### src/rtl/ledscan_pkg.sv
package ledscan_pkg;
    typedef enum logic [1:0] {
        ST_IDLE  = 2'd0,
        ST_LOW   = 2'd1,
        ST_HIGH  = 2'd2,
        ST_LATCH = 2'd3
    } scan_state_t;
endpackage

### src/rtl/ledscan_patbank.sv
// Per-display pattern storage with a column read for one segment position.
module ledscan_patbank #(
    parameter int NUM_DISP = 24,
    parameter int NUM_SEG  = 7,
    parameter int PAT_W    = 8,
    localparam int AW      = $clog2(NUM_DISP),
    localparam int SW      = $clog2(NUM_SEG)
) (
    input  logic                clk,
    input  logic                rst,
    input  logic                wr_en,
    input  logic [AW-1:0]       wr_addr,
    input  logic [PAT_W-1:0]    wr_data,
    input  logic [SW-1:0]       seg_idx,
    output logic [NUM_DISP-1:0] column
);
    localparam logic [PAT_W-1:0] SEG_MASK = PAT_W'((1 << NUM_SEG) - 1);

    for (genvar d = 0; d < NUM_DISP; d++) begin : g_disp
        logic [PAT_W-1:0] pat_q;

        always_ff @(posedge clk) begin
            if (rst) begin
                pat_q <= '0;
            end else if (wr_en && (wr_addr == AW'(d))) begin
                pat_q <= wr_data & SEG_MASK;
            end
        end

        // bit for this display at the requested segment position
        assign column[d] = pat_q[seg_idx];

        // the unused top bit never holds a one
        p_top_bit_clear_r8: assert property (@(posedge clk) disable iff (rst)
            pat_q[PAT_W-1] == 1'b0);
    end
endmodule

### src/rtl/ledscan_phase.sv
// Serial clock phase timer: LO cycles low, HI cycles high.
module ledscan_phase #(
    parameter int CLK_DIV = 4,
    localparam int HI     = CLK_DIV / 2,
    localparam int LO     = CLK_DIV - HI,
    localparam int CW     = $clog2(LO + 1)
) (
    input  logic clk,
    input  logic rst,
    input  logic run,
    input  logic high,
    output logic last
);
    logic [CW-1:0] cnt_q;

    always_comb begin
        if (high) last = run && (cnt_q == CW'(HI - 1));
        else      last = run && (cnt_q == CW'(LO - 1));
    end

    always_ff @(posedge clk) begin
        if (rst || !run || last) cnt_q <= '0;
        else                     cnt_q <= cnt_q + 1'b1;
    end

    // the counter never runs beyond the longer phase
    p_phase_bound_r3: assert property (@(posedge clk) disable iff (rst)
        cnt_q <= CW'(LO - 1));
endmodule

### src/rtl/ledscan_seq.sv
// Segment-step sequencer: shifts one column, strobes, enables the segment.
module ledscan_seq #(
    parameter int NUM_DISP = 24,
    parameter int NUM_SEG  = 7,
    localparam int BW      = $clog2(NUM_DISP),
    localparam int SW      = $clog2(NUM_SEG)
) (
    input  logic                clk,
    input  logic                rst,
    input  logic                tick,
    input  logic [NUM_DISP-1:0] column,
    input  logic                phase_last,
    output logic [SW-1:0]       seg_idx,
    output logic                phase_run,
    output logic                phase_high,
    output logic                ser_data,
    output logic                ser_clk,
    output logic                ser_strobe,
    output logic [NUM_SEG-1:0]  seg_sel,
    output logic                overrun
);
    import ledscan_pkg::*;

    scan_state_t          state_q, state_d;
    logic [NUM_DISP-1:0]  col_q;
    logic [BW-1:0]        bit_q;
    logic [SW-1:0]        seg_q;
    logic [NUM_SEG-1:0]   sel_q;
    logic                 ovr_q;
    logic                 last_bit;

    assign last_bit = (bit_q == BW'(NUM_DISP - 1));

    // next-state logic
    always_comb begin
        state_d = state_q;
        unique case (state_q)
            ST_IDLE:  if (tick)       state_d = ST_LOW;
            ST_LOW:   if (phase_last) state_d = ST_HIGH;
            ST_HIGH:  if (phase_last) state_d = last_bit ? ST_LATCH : ST_LOW;
            ST_LATCH:                 state_d = ST_IDLE;
            default:                  state_d = ST_IDLE;
        endcase
    end

    // state register
    always_ff @(posedge clk) begin
        if (rst) state_q <= ST_IDLE;
        else     state_q <= state_d;
    end

    // datapath registers
    always_ff @(posedge clk) begin
        if (rst) begin
            col_q <= '0;
            bit_q <= '0;
            seg_q <= '0;
            sel_q <= '0;
            ovr_q <= 1'b0;
        end else begin
            if (tick && (state_q != ST_IDLE)) ovr_q <= 1'b1;
            unique case (state_q)
                ST_IDLE: begin
                    if (tick) begin
                        col_q <= column;
                        bit_q <= '0;
                        sel_q <= '0;
                    end
                end
                ST_HIGH: begin
                    if (phase_last) begin
                        col_q <= col_q >> 1;
                        if (!last_bit) bit_q <= bit_q + 1'b1;
                    end
                end
                ST_LATCH: begin
                    sel_q <= NUM_SEG'(1) << seg_q;
                    seg_q <= (seg_q == SW'(NUM_SEG - 1)) ? '0 : seg_q + 1'b1;
                end
                default: ;
            endcase
        end
    end

    // outputs
    always_comb begin
        phase_run  = (state_q == ST_LOW) || (state_q == ST_HIGH);
        phase_high = (state_q == ST_HIGH);
        ser_clk    = (state_q == ST_HIGH);
        ser_strobe = (state_q == ST_LATCH);
        ser_data   = phase_run & col_q[0];
        seg_sel    = sel_q;
        overrun    = ovr_q;
        seg_idx    = seg_q;
    end

    p_sel_onehot_r5: assert property (@(posedge clk) disable iff (rst)
        $onehot0(seg_sel));
    p_dark_while_shift_r5: assert property (@(posedge clk) disable iff (rst)
        (ser_clk || ser_strobe) |-> (seg_sel == '0));
    p_lit_after_latch_r5: assert property (@(posedge clk) disable iff (rst)
        ser_strobe |=> $onehot(seg_sel));
    p_strobe_single_r4: assert property (@(posedge clk) disable iff (rst)
        ser_strobe |=> !ser_strobe);
    p_strobe_clk_low_r4: assert property (@(posedge clk) disable iff (rst)
        ser_strobe |-> !ser_clk);
    p_data_hold_r3: assert property (@(posedge clk) disable iff (rst)
        ser_clk |-> $stable(ser_data));
    p_overrun_sticky_r7: assert property (@(posedge clk) disable iff (rst)
        overrun |=> overrun);
endmodule

### src/rtl/ledscan_top.sv
module ledscan_top #(
    parameter int NUM_DISP = 24,
    parameter int NUM_SEG  = 7,
    parameter int PAT_W    = 8,
    parameter int CLK_DIV  = 4
) (
    input  logic                        clk,
    input  logic                        rst,
    input  logic                        wr_en,
    input  logic [$clog2(NUM_DISP)-1:0] wr_addr,
    input  logic [PAT_W-1:0]            wr_data,
    input  logic                        tick,
    output logic                        ser_data,
    output logic                        ser_clk,
    output logic                        ser_strobe,
    output logic [NUM_SEG-1:0]          seg_sel,
    output logic                        overrun
);
    localparam int SW = $clog2(NUM_SEG);

    logic [NUM_DISP-1:0] column;
    logic [SW-1:0]       seg_idx;
    logic                phase_run, phase_high, phase_last;

    ledscan_patbank #(
        .NUM_DISP(NUM_DISP), .NUM_SEG(NUM_SEG), .PAT_W(PAT_W)
    ) u_bank (
        .clk(clk), .rst(rst), .wr_en(wr_en), .wr_addr(wr_addr),
        .wr_data(wr_data), .seg_idx(seg_idx), .column(column)
    );

    ledscan_phase #(.CLK_DIV(CLK_DIV)) u_phase (
        .clk(clk), .rst(rst), .run(phase_run), .high(phase_high),
        .last(phase_last)
    );

    ledscan_seq #(.NUM_DISP(NUM_DISP), .NUM_SEG(NUM_SEG)) u_seq (
        .clk(clk), .rst(rst), .tick(tick), .column(column),
        .phase_last(phase_last), .seg_idx(seg_idx),
        .phase_run(phase_run), .phase_high(phase_high),
        .ser_data(ser_data), .ser_clk(ser_clk), .ser_strobe(ser_strobe),
        .seg_sel(seg_sel), .overrun(overrun)
    );
endmodule

### config.mk
export PLATFORM = sky130hd
export DESIGN_NAME = ledscan_top
export DESIGN_NICKNAME = d
export VERILOG_FILES = /design/src/rtl/ledscan_pkg.sv /design/src/rtl/ledscan_patbank.sv /design/src/rtl/ledscan_phase.sv /design/src/rtl/ledscan_seq.sv /design/src/rtl/ledscan_top.sv
export SDC_FILE = /design/constraint.sdc
export NUM_CORES = 1
export LEC_CHECK = 0
export BUFFER_PORTS_ARGS = -buffer_cell sky130_fd_sc_hd__buf_2
export CAP_MARGIN = 20
export CORE_MARGIN = 1.5
export CORE_UTILIZATION = 40
export DETAILED_ROUTE_END_ITERATION = 12
export GPL_TIMING_DRIVEN = 0
export PLACE_DENSITY_LB_ADDON = 0.12
export SYNTH_ARGS = -nofsm -noshare
export SYNTH_HDL_FRONTEND = slang
export SYNTH_SLANG_ARGS = --single-unit
### constraint.sdc
create_clock -name clk -period 2.2 [get_ports clk]
set_input_delay 0.44 -clock clk [delete_from_list [all_inputs] [get_ports clk]]
set_output_delay 0.44 -clock clk [all_outputs]
set_load 0.01 [all_outputs]
; ---- Yosys cells after proc, flatten, opt, wreduce, memory -nomap -nowiden
; Cells that the tools add are included.
[op_classes]
bitwise_logic = 1
n_shift = 1
magnitude_cmp = 1
reduce_logical = 39
mux = 63
n_addsub = 3
n_eq_ne = 33
[op_table]
columns = cell, n
row1 = 1-bit binary-select mux with 3-bit select, 24
row2 = 24-bit two-way mux, 2
row3 = 24-bit one-hot mux with 2 select lines, 1
row4 = "5-bit == test, second input constant", 9
row5 = "5-bit by 4-bit == test with 1-bit output, second input constant", 8
row6 = 1-bit logical AND, 26
row7 = 1-bit two-way mux, 24
row8 = "5-bit by 3-bit == test with 1-bit output, second input constant", 4
row9 = 5-bit two-way mux, 3
row10 = 7-bit one-hot mux with 2 select lines, 1
row11 = "5-bit by 2-bit == test with 1-bit output, second input constant", 2
row12 = 5-bit one-hot mux with 2 select lines, 1
row13 = 2-bit two-way mux, 4
row14 = 2-bit one-hot mux with 4 select lines, 1
row15 = 7-bit two-way mux, 1
row16 = "1-bit by 3-bit left shift with 7-bit output, first input constant", 1
row17 = "2-bit inequality test, second input constant", 3
row18 = 3-bit AND reduction, 2
row19 = 2-bit nonzero test, 3
row20 = "5-bit by 1-bit adder with 5-bit output, second input constant", 1
row21 = "5-bit by 1-bit == test with 1-bit output, second input constant", 1
row22 = 5-bit zero test, 1
row23 = "2-bit by 1-bit == test with 1-bit output, second input constant", 2
row24 = "2-bit == test, second input constant", 2
row25 = other kinds (12), 14
[word_totals]
input_bits = 17
register_bits = 212
out_inout_bits = 11

; ---- Logic depth before layout (Yosys ltp)
; Gate-level depths: netlist of the first run.
[logic_depth]
ltp_word = 5
mapped_depth = 9
ltp_nobuf = 6

; ---- Cells and area by module
; From an unflattened synthesis of the first run, not the netlist that was laid out.
[hier_totals]
hier_cells = 978
hier_area_um2 = 10298.6
[by_module_without_submodules]
columns = mod, instances, cells_each, area_per_inst_um2
row1 = ledscan_patbank, 1, 755, 8160.3
row2 = ledscan_seq, 1, 216, 2044.5
row3 = ledscan_phase, 1, 7, 93.8

; ---- Worst setup path after synthesis of the first run
; Ideal clock, no wire load.
[synth_path]
kind = register to register
start = register u_seq.state_q[0]
end = register u_seq.col_q[15]
setup_time_ns = 0.135
arrival_time_ns = 1.812
path_slack_ns = 0.252
path_stages_with_launch = 10
n_path_buf = 3
cell_sequence = dfxtp_1 > inv_1 > ha_1 > buf_2 > a21boi_1 > or2_1 > buf_6 > buf_6 > a32oi_1 > o41ai_2
[synth_between]
elab_chain_len = 5
elab_cells_between_ends = 10
classes_between = 4 x eq/ne / 1 x mux / 5 x reduce/logical
[synth_rtl]
columns = item, line_no
row1 = from (decl), ledscan_seq.sv:24  ; scan_state_t state_q, state_d;
row2 = from (signal assigned), ledscan_seq.sv:49  ; else state_q <= state_d;
row3 = 2-bit == test *, n/a
row4 = named net ser_clk, ledscan_top.sv:14  ; output logic ser_clk,
row5 = 1-bit logical OR, ledscan_seq.sv:87  ; phase_run = (state_q == ST_LOW) || (state_q == ST_HIGH);
row6 = 1-bit logical AND, "ledscan_phase.sv:17, ledscan_phase.sv:18"
row7 = 2-bit by 1-bit inequality test with 1-bit output (no line), n/a
row8 = 3-bit AND reduction (no line), n/a
row9 = to (signal assigned), ledscan_seq.sv:65  ; col_q <= column;
row10 = to (signal assigned), ledscan_seq.sv:72  ; col_q <= col_q >> 1;
row11 = to (decl), ledscan_seq.sv:25  ; logic [NUM_DISP-1:0] col_q;
; Mark *: on every way through the listed nets, which the timed path passes. The rest lies on a longest branch.
; A chain may end at the register's enable or synchronous reset.

; ---- Worst setup path after layout of the first run
[layout_path]
start = register u_seq.seg_q[1] (netlist: u_seq.seg_idx[1])
end = register u_seq.col_q[4]
[layout_between]
elab_chain_len = 4
[layout_rtl]
columns = item, line_no
row1 = from (decl), ledscan_seq.sv:27  ; logic [SW-1:0] seg_q;
row2 = from (signal assigned), ledscan_seq.sv:78  ; seg_q <= (seg_q == SW'(NUM_SEG - 1)) ? '0 : seg_q + 1'b1;
row3 = 1-bit binary-select mux with 3-bit select, ledscan_patbank.sv:31  ; assign column[d] = pat_q[seg_idx];
row4 = 1-bit two-way mux (not written as such), ledscan_patbank.sv:31
row5 = 24-bit two-way mux, ledscan_seq.sv:64  ; if (tick) begin
row6 = 24-bit one-hot mux with 2 select lines, ledscan_seq.sv:62  ; unique case (state_q)
; No other way between the ends. The select of a mux whose other input is x is not followed.

==> results of run 1 <==
-- per-layer routing --
layer | global-route usage (%) | vias up | part of all wire, %
li1 | - | 3833 | -
met1 | 33.0 | 3913 | 47
met2 | 40.6 | 174 | 47
met3 | 2.71 | 36 | 3.8
met4 | 6.83 | 0 | 1.8
met5 | 0 | - | 0
-- placed cells by master, fill, tap and decap left out, types with 3 or more instances in the layout --
master     instances
a21oi_1           97
inv_1             13
mux2_2             8
buf_2             53
and2_1             3
o221ai_1           6
a311oi_1           6
o41ai_2            4
nand4b_1           3
clkbuf_16         25
clkbuf_4           3
nor2b_1           17
clkbuf_8           4
a22oi_1           20
nand3b_1          13
a221oi_1           4
ha_1               6
o2bb2ai_1         15
nand2b_1           4
mux4_2            14
buf_6              4
nor2_1           111
a32oi_1            5
nor4_1             5
nor3_1             4
nand2_1          110
clkbuf_1          61
clkbuf_2           5
buf_4              6
o21ai_0           22
nand3_1           72
dfxtp_1          211
o22ai_1           13
nor3b_1            3
mux2i_1          134
-- report_power, final --
part	leakage [nW]	total, W	internal, W	switching (W)
clock network	0.350	0.00378	0.00219	0.00159
logic	1.66	0.00151	0.000509	0.000997
registers	1.71	0.00404	0.00396	0.0000749
total	3.72	0.00933	0.00666	0.00266
-- cells in the mapped netlist (all sizes together) (14+ instances only) --
master,count
a21oi,97
a22oi,20
buf,44
clkbuf,58
dfxtp,212
mux2i,137
mux4,14
nand2,110
nand3,72
nor2,111
nor2b,18
o21ai,22
o2bb2ai,15
-- per-stage QoR --
step           power [W]  utilization [%]  instances  setup slack [ps]
2_1_floorplan    0.00508                -       1056               252
3_3_place_gp     0.00553             43.1       1401              -236
3_5_place_dp     0.00554             43.1       1401              -273
4_1_cts          0.00934             46.3       1438              2.97
5_1_grt          0.00970             46.4       1438              1.10
6_report         0.00933             46.4       1438              29.7
-- path summary, 6_finish.rpt --
| path | start | to | slack (ps) |
|---|---|---|---|
| worst min-delay path | tick | u_seq.overrun$_SDFFE_PP0P_ | 240 |
| worst min register to register | u_phase.cnt_q[0]$_SDFF_PP0_ | u_phase.cnt_q[0]$_SDFF_PP0_ | 410 |
| worst max register to register | u_seq.seg_idx[1]$_SDFFE_PP0P_ | u_seq.col_q[4]$_SDFFE_PP0P_ | 30 |
| worst max-delay path | u_seq.seg_idx[1]$_SDFFE_PP0P_ | u_seq.col_q[4]$_SDFFE_PP0P_ | 30 |
-- worst max-delay path, stage by stage, from the launching register on --
cell	delay (ps)
dfxtp_1	300
buf_2	260
buf_4	300
buf_4	310
mux4_2	350
mux2i_1	380
o22ai_1	130
-- cells by family (layout without fill, tap and decap cells) --
kind of cell / after synthesis / after routing
AO/OA/AOI/OAI: 198 / 198
XOR/XNOR: 1 / 1
adder cells (fa/ha/maj): 8 / 8
buffers and inverters: 115 / 178
flip-flops: 212 / 212
multiplexers: 159 / 159
AND/OR/NAND/NOR: 363 / 363
-- sequential cells by signal (all words and copies together) (netlist names) --
| register | cells |
|---|---|
| u_bank.g_disp.pat_q | 168 |
| u_phase.cnt_q | 2 |
| u_seq.bit_q | 5 |
| u_seq.col_q | 24 |
| u_seq.overrun | 1 |
| u_seq.seg_idx | 3 |
| u_seq.seg_sel | 7 |
| u_seq.state_q | 2 |
-- what timing repair did --
item                                    in CTS  in global routing
buffers inserted                             0                  0
endpoints found under the setup margin      29                 29
gates cloned                                 0                  0
endpoints found under the hold margin        0                  0
resized for setup                           12                 18
-- layout make-up --
type	count	area, µm²	share of cell area, %
multi-input cells	729	4870	44.7
flip-flops and latches	212	4250	38.9
clock buffers	37	711	6.52
plain buffers	101	490	4.50
well taps	319	399	3.66
repair buffers	26	130	1.19
inverters	13	48.8	0.448
clock inverters	1	5.00	0.0459
==> flow_summary.json, run 1 <==
{
  "synth_xor_area_share_pct": 0.0914,
  "finalSetupTns_ps": 0,
  "holdWs_ps": 236,
  "synth_edf_count": 0,
  "reg2reg_depth": 6,
  "clk_latency_ps": 530,
  "grt_pass1_vias": 7682,
  "dpl_cell_area_um2": 10100,
  "worst_pin_slew_ps": 871,
  "synth_simple_gate_area_share_pct": 17.7,
  "grt_usage_pct": 24.3,
  "stdcell_area_um2": 10900,
  "holdBufCountCts": 0,
  "die_w_um": 158,
  "gp_congestion": 0.807,
  "synth_compound_gate_area_share_pct": 13.1,
  "ir_drop_v": 0.000509,
  "critPathCaptureType": "flip-flop",
  "drtPass1Iterations": 5,
  "syn_avg_cell_area_um2": 9.08,
  "wl_um": 29800,
  "core_region_area_um2": 23500,
  "grt_start_max_net_pins": 20,
  "initial_core_util_pct": 40.8,
  "yosysWarnings": 0,
  "drive_gt1_share_pct": 12.6,
  "synth_top_family_by_area": "multiplexers",
  "cts_max_path_buffers": 3,
  "drv_cap": 0,
  "postSynthCellCount": 1056,
  "muxShareOfSynthArea_pct": 18.5,
  "synth_seq_cells": 212,
  "area_growth_pct": 13.8,
  "synth.top_cell.area_share_pct": 44.3,
  "globalRouteOverflowTotal": 0,
  "period_share_pct": 98.7,
  "die_area_um2": 24900,
  "arrival_ps": 2560,
  "dr_total_vias": 7956,
  "crit_fanout": 10,
  "yosysSeqAreaShare_pct": 44.3,
  "yosys.area.top_type": "dfxtp_1",
  "ys.flop_type": "dfxtp_1",
  "cts.htree.levels": 1,
  "via_per_inst": 5.53,
  "fillers": 2388,
  "synth_cell_types": 51,
  "die_h_um": 158,
  "cts_tree": "yes",
  "hpwl_um": 20200,
  "netlist_area_um2": 9580,
  "path_class": "flip-flop to flip-flop",
  "rsz0062_at_grt": "no",
  "power.density_nw_per_um2": 855,
  "io_pins": 28,
  "synthAdderAreaFrac_pct": 1.04,
  "status": "finished, final reports clean",
  "drv_slew": 0,
  "fin_nets": 1132,
  "grt_pass1_wl_um": 45500,
  "rows": 56,
  "critPathLaunchType": "flip-flop",
  "p_leak_nw": 3.72,
  "cp.required_ps": 2590,
  "portBuffers": 26,
  "async_flop_share_pct": 0,
  "fmax_mhz": 461,
  "setup_viol_count_final": 0,
  "hold_depth": 3,
  "finalCriticalPeriod_ps": 2170,
  "diodes": 0,
  "antenna_found_initial": 0,
  "cts.sinks": 212,
  "syn-num-nets": 1081,
  "detail_route.wl_per_cell_um": 20.7,
  "fin_skew_ps": 18.2,
  "path_clk_slew_ps": 60,
  "root_buffer": "clkbuf_16",
  "synth_area_leaders": "dfxtp_1 44%, mux2i_1 14%, a21oi_1 5.1%",
  "hold_viol": 0,
  "cts_made_buffers": 24,
  "drtIter0Drc": 648,
  "drtAntennaViolNets": 0,
  "hold_class": "input pin to flip-flop",
  "relSlewSlack_pct": 41.9,
  "drc": 0
}
Note: power is estimated with default switching activity, not from simulation.
==> run 2: changes to the inputs <==
clock period = 1.95 ns   (was 2.2 ns; I/O delays follow)
==> run 2 against run 1 <==
Effect of this change:
- first-iteration DRC count decreased by 15%
- wire length increased by 0.64%
- combinational power increased by 27%
- largest cell class unchanged
- register-to-register slack improved by 20 ps
- via count about the same
- count of clock-buffer cells in the layout unchanged
- fmax increased by 14%
- highest routed layer is now met5
- critical path type unchanged
==> flow_summary.json, run 2 (synthesis gave the netlist of run 1 again) <==
{
  "path_buf_inv": 3,
  "drive_gt1_share_pct": 15.7,
  "wl_um": 30000,
  "cts_made_buffers": 24,
  "gp_congestion": 0.807,
  "cts_tree": "yes",
  "holdWs_ps": 191,
  "hold_viol": 0,
  "die_w_um": 158,
  "drtPass1Iterations": 5,
  "fin_skew_ps": 17.1,
  "layout_commonest_cell": "dfxtp_1",
  "critPathCaptureType": "flip-flop",
  "cts.htree.levels": 1,
  "io_pins": 28,
  "max_stage_delay_ps": 340,
  "setup_viol_count_final": 0,
  "arrival_ps": 2290,
  "worstPathCellList": "clkbuf_4 -> buf_6 -> buf_4 -> mux4_2 -> mux2i_2 -> o22ai_1",
  "power.density_nw_per_um2": 966,
  "multi_input_area_um2": 5030,
  "via_per_inst": 5.53,
  "rsz0062_at_grt": "yes",
  "dpl_cell_area_um2": 10100,
  "period_share_pct": 97.7,
  "largest_register_ffs": 168,
  "dr_total_vias": 7957,
  "cts.sinks": 212,
  "drtAntennaViolNets": 0,
  "place_ws_ps": -523,
  "largest_register": "u_bank.g_disp.pat_q",
  "slowest_stage": "mux4_2",
  "critPathLaunchType": "flip-flop",
  "area_growth_pct": 16.3,
  "crit_fanout": 10,
  "fmax_mhz": 525,
  "cp.required_ps": 2340,
  "drv_cap": 0,
  "layout_common_cells": "210 x dfxtp_1, 130 x mux2i_1, 110 x nand2_1",
  "holdBufCountCts": 0,
  "diodes": 0,
  "worst_pin_slew_ps": 848,
  "drv_slew": 0,
  "fillers": 2359,
  "grt_pass1_vias": 7731,
  "finalSetupTns_ps": 0,
  "finalCriticalPeriod_ps": 1900,
  "rows": 56,
  "grt_start_max_net_pins": 20,
  "fin_util_pct": 47.5,
  "root_buffer": "clkbuf_16",
  "setup_ws_ps": 45.8,
  "grt_pass1_wl_um": 45800,
  "path_delay_family": "buffers and inverters",
  "antenna_found_initial": 1,
  "register_area_um2": 4250,
  "relSlewSlack_pct": 43.5,
  "drc": 0,
  "detail_route.wl_per_cell_um": 20.8,
  "portBuffers": 26,
  "clk_latency_ps": 530,
  "initial_core_util_pct": 40.8,
  "drtIter0Drc": 552,
  "grt_usage_pct": 24.4,
  "status": "finished, final reports clean",
  "globalRouteOverflowTotal": 0,
  "cts_max_path_buffers": 3,
  "hpwl_um": 20200,
  "die_area_um2": 24900,
  "stdcell_area_um2": 11100,
  "die_h_um": 158,
  "hold_class": "input pin to flip-flop",
  "fin_nets": 1134,
  "ir_drop_v": 0.000627,
  "p_leak_nw": 3.79,
  "core_region_area_um2": 23500,
  "path_class": "flip-flop to flip-flop",
  "path_clk_slew_ps": 60
}
-- run 2: path summary, 6_finish.rpt --
check	start	to	slack (ps)	depth (start not counted)
max	u_seq.seg_idx[1]$_SDFFE_PP0P_	u_seq.col_q[16]$_SDFFE_PP0P_	50	6
min	tick	u_seq.overrun$_SDFFE_PP0P_	190	3
max reg2reg	u_seq.seg_idx[1]$_SDFFE_PP0P_	u_seq.col_q[16]$_SDFFE_PP0P_	50	6
min reg2reg	u_phase.cnt_q[0]$_SDFF_PP0_	u_phase.cnt_q[0]$_SDFF_PP0_	410	1
-- run 2: through the flow --
stage               total power, W  cells
finish                      0.0108   1440
floorplan                  0.00573   1056
global route                0.0112   1440
CTS                         0.0107   1438
global placement           0.00624   1401
detailed placement         0.00625   1401
-- run 2: repair_timing --
item	4_1_cts	5_1_grt
cloned	0	1
setup buffers	0	2
hold endpoints to repair	0	0
pin swaps	1	4
gates resized for setup	51	40
endpoints found under the setup margin	38	29
-- run 2: where the power goes --
part	internal, W	total (W)	switching (W)
sequential	0.00448	0.00457	0.0000934
clock	0.00247	0.00427	0.00180
combinational	0.000714	0.00192	0.00120
-- run 2: worst reg2reg max path: cells and delay by family, from the launching register on --
kind | cells | cell delay, ps
muxes | 2 | 600
buffers and inverters | 3 | 750
DFF | 1 | 300
AOI/OAI and AO/OA | 1 | 120
-- run 2: per-layer routing --
metal,GRT usage (%),up-vias,wire length (µm)
li1,-,3844,-
met1,33.0,3892,14000
met2,41.0,176,14100
met3,3.09,43,1290
met4,6.51,2,565
met5,0,-,13
-- run 2: area by class of cell --
cell class,count,area share (%)
flip-flops and latches,212,38.1
clock inverters,1,0.0449
repair buffers,29,1.40
multi-input cells,729,45.1
clock buffers,37,6.38
well taps,319,3.58
inverters,13,0.460
plain buffers,100,4.89
